===== src/rtl/adc_seq_pkg.sv =====
package adc_seq_pkg;
  typedef enum logic [1:0] {
    PH_IDLE = 2'd0,
    PH_SMP  = 2'd1,
    PH_CNV  = 2'd2
  } phase_e;
endpackage


===== src/rtl/adc_phase_timer.sv =====
// Shared cycle counter for the sampling and conversion phases.
module adc_phase_timer #(
  parameter int SET_W    = 3,
  parameter int SMP_BASE = 3,
  parameter int SMP_STEP = 2,
  parameter int CONV_CYC = 11
) (
  input  logic             clk,
  input  logic             rst_n,
  input  logic             run,
  input  logic             in_smp,
  input  logic [SET_W-1:0] smp_set,
  output logic             phase_end
);
  localparam int SMP_MAX = SMP_BASE + SMP_STEP * ((1 << SET_W) - 1);
  localparam int LIM_MAX = (SMP_MAX > CONV_CYC) ? SMP_MAX : CONV_CYC;
  localparam int CNT_W   = $clog2(LIM_MAX + 1);

  logic [CNT_W-1:0] cnt_q, cnt_d, lim;

  always_comb begin
    if (in_smp) lim = CNT_W'(SMP_BASE) + CNT_W'(SMP_STEP) * CNT_W'(smp_set) - CNT_W'(1);
    else        lim = CNT_W'(CONV_CYC - 1);
  end

  assign phase_end = (cnt_q == lim);

  always_comb begin
    if (run) cnt_d = cnt_q + CNT_W'(1);
    else     cnt_d = '0;
  end

  always_ff @(posedge clk or negedge rst_n) begin
    if (!rst_n) cnt_q <= '0;
    else        cnt_q <= cnt_d;
  end
endmodule


===== src/rtl/adc_trig_mux.sv =====
// Selects one start source; source 0 is the software start.
module adc_trig_mux #(
  parameter int SEL_W = 2
) (
  input  logic [SEL_W-1:0]          sel,
  input  logic                      sw_start,
  input  logic [(1 << SEL_W)-2:0]   hw_trig,
  output logic                      fire
);
  localparam int NSRC = 1 << SEL_W;

  logic [NSRC-1:0] src;

  assign src[0] = sw_start;
  for (genvar g = 0; g < NSRC - 1; g++) begin : g_hw
    assign src[g+1] = hw_trig[g];
  end

  assign fire = src[sel];
endmodule


===== src/rtl/adc_result_fmt.sv =====
// Aligns the conversion value and holds it in the result register.
module adc_result_fmt #(
  parameter int DATA_W = 10,
  parameter int RES_W  = 16
) (
  input  logic              clk,
  input  logic              rst_n,
  input  logic              wr,
  input  logic              left,
  input  logic [DATA_W-1:0] data,
  output logic [RES_W-1:0]  result
);
  localparam int PAD_W = RES_W - DATA_W;

  logic [RES_W-1:0] res_d, res_q;

  always_comb begin
    res_d = res_q;
    if (wr) begin
      if (left) res_d = {data, {PAD_W{1'b0}}};
      else      res_d = {{PAD_W{1'b0}}, data};
    end
  end

  always_ff @(posedge clk or negedge rst_n) begin
    if (!rst_n) res_q <= '0;
    else        res_q <= res_d;
  end

  assign result = res_q;
endmodule


===== src/rtl/adc_seq_ctrl.sv =====
module adc_seq_ctrl
  import adc_seq_pkg::*;
#(
  parameter int CH_W     = 3,
  parameter int SET_W    = 3,
  parameter int TSEL_W   = 2,
  parameter int DATA_W   = 10,
  parameter int RES_W    = 16,
  parameter int SMP_BASE = 3,
  parameter int SMP_STEP = 2,
  parameter int CONV_CYC = 11
) (
  input  logic                     clk,
  input  logic                     rst_n,
  input  logic                     cfg_en_i,
  input  logic [TSEL_W-1:0]        cfg_tsel_i,
  input  logic [CH_W-1:0]          cfg_first_ch_i,
  input  logic [CH_W-1:0]          cfg_last_ch_i,
  input  logic [SET_W-1:0]         cfg_smp_set_i,
  input  logic                     cfg_left_i,
  input  logic                     sw_start_i,
  input  logic [(1 << TSEL_W)-2:0] hw_trig_i,
  input  logic [DATA_W-1:0]        conv_data_i,
  output logic                     busy_o,
  output logic [CH_W-1:0]          cur_ch_o,
  output logic                     sample_en_o,
  output logic [RES_W-1:0]         result_o,
  output logic                     done_o
);
  phase_e          state_q, state_d;
  logic [CH_W-1:0] ch_q, ch_d;
  logic            done_q;
  logic            fire, phase_end, run, wr;

  adc_trig_mux #(.SEL_W(TSEL_W)) u_trig (
    .sel      (cfg_tsel_i),
    .sw_start (sw_start_i),
    .hw_trig  (hw_trig_i),
    .fire     (fire)
  );

  adc_phase_timer #(
    .SET_W(SET_W), .SMP_BASE(SMP_BASE), .SMP_STEP(SMP_STEP), .CONV_CYC(CONV_CYC)
  ) u_timer (
    .clk       (clk),
    .rst_n     (rst_n),
    .run       (run),
    .in_smp    (state_q == PH_SMP),
    .smp_set   (cfg_smp_set_i),
    .phase_end (phase_end)
  );

  adc_result_fmt #(.DATA_W(DATA_W), .RES_W(RES_W)) u_fmt (
    .clk    (clk),
    .rst_n  (rst_n),
    .wr     (wr),
    .left   (cfg_left_i),
    .data   (conv_data_i),
    .result (result_o)
  );

  // Next-state logic: abort on loss of enable outranks the result write.
  always_comb begin
    state_d = state_q;
    ch_d    = ch_q;
    wr      = 1'b0;
    unique case (state_q)
      PH_IDLE: begin
        if (cfg_en_i && fire) begin
          state_d = PH_SMP;
          ch_d    = cfg_first_ch_i;
        end
      end
      PH_SMP: begin
        if (!cfg_en_i)      state_d = PH_IDLE;
        else if (phase_end) state_d = PH_CNV;
      end
      PH_CNV: begin
        if (!cfg_en_i) begin
          state_d = PH_IDLE;
        end else if (phase_end) begin
          wr = 1'b1;
          if (ch_q >= cfg_last_ch_i) begin
            state_d = PH_IDLE;
          end else begin
            ch_d    = ch_q + CH_W'(1);
            state_d = PH_SMP;
          end
        end
      end
      default: state_d = PH_IDLE;
    endcase
  end

  assign run = (state_q != PH_IDLE) && (state_d == state_q);

  always_ff @(posedge clk or negedge rst_n) begin
    if (!rst_n) begin
      state_q <= PH_IDLE;
      ch_q    <= '0;
      done_q  <= 1'b0;
    end else begin
      state_q <= state_d;
      ch_q    <= ch_d;
      done_q  <= wr;
    end
  end

  assign busy_o      = (state_q != PH_IDLE);
  assign sample_en_o = (state_q == PH_SMP);
  assign cur_ch_o    = ch_q;
  assign done_o      = done_q;
endmodule


===== config.mk =====
export PLATFORM = sky130hd
export DESIGN_NAME = adc_seq_ctrl
export DESIGN_NICKNAME = d
export VERILOG_FILES = /design/src/rtl/adc_seq_pkg.sv /design/src/rtl/adc_phase_timer.sv /design/src/rtl/adc_trig_mux.sv /design/src/rtl/adc_result_fmt.sv /design/src/rtl/adc_seq_ctrl.sv
export SDC_FILE = /design/constraint.sdc
export NUM_CORES = 1
export LEC_CHECK = 0
export BUFFER_PORTS_ARGS = -buffer_cell sky130_fd_sc_hd__clkbuf_2
export CORE_MARGIN = 2
export CORE_UTILIZATION = 40
export CTS_BUF_LIST = sky130_fd_sc_hd__clkbuf_8 sky130_fd_sc_hd__clkbuf_16
export CTS_CLUSTER_SIZE = 24
export DETAILED_ROUTE_END_ITERATION = 8
export GPL_TIMING_DRIVEN = 0
export PLACE_DENSITY = 0.74
export SYNTH_ARGS = -nofsm -noshare
export SYNTH_HDL_FRONTEND = slang
export SYNTH_SLANG_ARGS = --single-unit

===== constraint.sdc =====
create_clock -name clk -period 2.5 [get_ports clk]
set_input_delay 0.625 -clock clk [delete_from_list [all_inputs] [get_ports clk]]
set_output_delay 0.625 -clock clk [all_outputs]
set_load 0.02 [all_outputs]

==> impl_metrics.json <==
{
  "status": "finished, final reports clean",
  "cts-root-buf": "clkbuf_8",
  "firstDrtPassIters": 4,
  "final-hold-violation-count": 0,
  "hold_path_class": "in -> async",
  "cts_buffers": 3,
  "setup_slack_ns": 0.157,
  "finalCritPeriodShare_pct": 93.7,
  "fin_nets": 222,
  "relSlewSlack_pct": 55.0,
  "die_w_um": 65.3,
  "pwr_density_cell_nw_per_um2": 503,
  "clk_pin_slew_worst_paths_ns": 0.09,
  "end_kind": "flip-flop",
  "antenna_cells": 0,
  "crit_path_start": "cfg_smp_set_i[0]",
  "yosysWarnings": 0,
  "power_uw": 932,
  "fillers": 359,
  "initial_utilization_pct": 41.3,
  "cts_buffer_depth": 2,
  "syn2layout_area_growth_pct": 23.3,
  "antenna_found_initial": 0,
  "reg2reg_from": "state_q[1]",
  "drc": 0,
  "finalSetupViolCount": 0,
  "ant_nets": 0,
  "mostFrequentLayoutCells": "clkbuf_2, dfrtp_1, inv_1, mux2_2, nor2b_1",
  "max_freq_mhz": 427,
  "rsz0062_at_grt": "false",
  "io_pins": 51,
  "criticalPathCategory": "in -> reg",
  "fin_area_um2": 1850,
  "clock_skew_ns": 0.00220,
  "final_common_cell": "clkbuf_2",
  "grt-ovfl-total": 0,
  "synth.avg_cell_area_um2": 11.3,
  "grt_usage_pct": 15.4,
  "core-area_um2": 3630,
  "cts_hold_buffers": 0,
  "worstReg2RegEnd": "u_fmt.result[8]",
  "dp_slack_ns": -0.165,
  "rrSetupSlack_ns": 0.35,
  "vias_per_cell": 4.79,
  "drt_iter0_markers": 37,
  "drive_gt1_share_pct": 40.9,
  "worstPathArrival_ns": 2.50,
  "ys_seq_area_share_pct": 45.0,
  "htreeDepth": 1,
  "post-route-util_pct": 51.0,
  "routabilityCongestion": 0.748,
  "max-vdd-ir-drop_v": 0.000260,
  "r2r_cells": 6,
  "cts_sinks": 27,
  "report.final.slew_viol_count": 0,
  "wirelength_mm": 2.90,
  "port_buffers": 49,
  "place_hpwl_mm": 2.29,
  "synth_fp_nets": 168,
  "ys_seq_elements": 27,
  "placed_cell_area_um2": 1810,
  "syn_area_um2": 1500,
  "cts_resized": 0,
  "critPathMaxFanout": 10,
  "clk_latency_ns": 0.27,
  "die_area_um2": 4260,
  "synthCells": 133,
  "grt_max_degree": 28,
  "p_leak_nw": 0.958,
  "num_rows": 22,
  "period_minus_slack_ns": 2.34,
  "tightest_slew_ns": 0.675,
  "ys_types": 36,
  "via_count": 1121,
  "fp.dieH_um": 65.3,
  "cts_tree": "yes",
  "cp.required_ns": 2.66,
  "post_cts_buffers": 0,
  "hold-worst-slack_ns": 0.375,
  "startpoint_type": "input pin",
  "grt_pass1_wl_mm": 5.11,
  "wl_per_cell_um": 12.4,
  "grt_pass1_vias": 1192,
  "maxCapViolations": 0
}
-- where the power goes --
part	internal [mW]	switching [mW]
Combinational	0.0911	0.117
Sequential	0.458	0.0251
Clock	0.110	0.130
-- worst max-delay path, stage by stage --
cell	delay, ns
clkbuf_2	0.11
ha_1	0.32
a221oi_2	0.29
o221ai_2	0.18
or2_4	0.32
nor2_8	0.18
buf_12	0.17
mux2_4	0.30
-- state kept, by name, indices dropped and copies added (netlist names) --
signal and flops:
u_timer.cnt_q 5, state_q 2, done_o 1, cur_ch_o 3, u_fmt.result 16
-- final cells by class --
type,count,area (um2),area share [%]
buffer,4,32.5,1.76
timing repair buffer,49,245,13.2
sequential,27,676,36.5
tap,48,60.1,3.24
multi-input combinational,88,741,40.0
clock inverter,1,3.75,0.203
clock buffer,3,41.3,2.23
inverter,14,52.6,2.84
-- layer usage --
| layer | GRT usage [%] | wire, um |
|---|---|---|
| met1 | 19.4 | 1270 |
| met3 | 3.25 | 209 |
| met4 | 3.91 | 10 |
| met2 | 27.0 | 1420 |
| met5 | 0 | 0 |
-- stage by stage --
stage,cells,setup TNS (ns)
2_1_floorplan,133,0
3_3_place_gp,230,-0.561
3_5_place_dp,230,-0.904
4_1_cts,234,0
5_1_grt,234,0
6_report,234,0
-- logic make-up after synthesis --
group           synth area share (%)
compound gates                  10.5
fa+ha+maj                       5.00
mux                             17.4
simple gates                    14.1
buf+inv                         5.67
xor+xnor                        2.33
flops                           45.0
-- worst max-delay path by stage --
| stage | endpoint | slack, ns | cells after the start |
|---|---|---|---|
| floorplan | u_fmt.result[7] | 0.10 | 7 |
| global placement | u_fmt.result[8] | -0.14 | 8 |
| detailed placement | u_fmt.result[7] | -0.16 | 8 |
| CTS | u_fmt.result[8] | 0.14 | 8 |
| global route | u_fmt.result[8] | 0.07 | 8 |
| finish | u_fmt.result[8] | 0.16 | 8 |
-- synth_stat cells --
library cell,n,area [um2]
o221ai_2,1,15.0
nor2_8,1,20.0
nand3_1,4,20.0
a31o_2,1,8.76
and2_1,1,6.26
a21oi_1,6,30.0
nor2_1,7,26.3
nand2b_1,4,25.0
o211ai_1,1,7.51
a21o_1,2,15.0
inv_1,14,52.6
o21ai_0,2,10.0
ha_1,6,75.1
o31ai_4,1,21.3
nor3b_1,1,7.51
nand2_1,6,22.5
or2_4,1,8.76
xor2_1,2,17.5
a211o_1,1,8.76
a2111o_1,1,11.3
buf_2,1,5.00
o21a_1,1,7.51
nor2b_1,8,50.1
o21bai_1,1,7.51
clkbuf_1,2,7.51
a221oi_2,1,15.0
nand4b_1,1,8.76
mux2_2,11,124
mux2i_1,7,70.1
buf_12,1,20.0
nand2_2,1,6.26
mux2_4,3,45.0
mux4_2,1,22.5
dfrtp_1,27,676
nor3_1,2,10.0
xnor2_1,2,17.5
(Power assumes the default switching activity.)
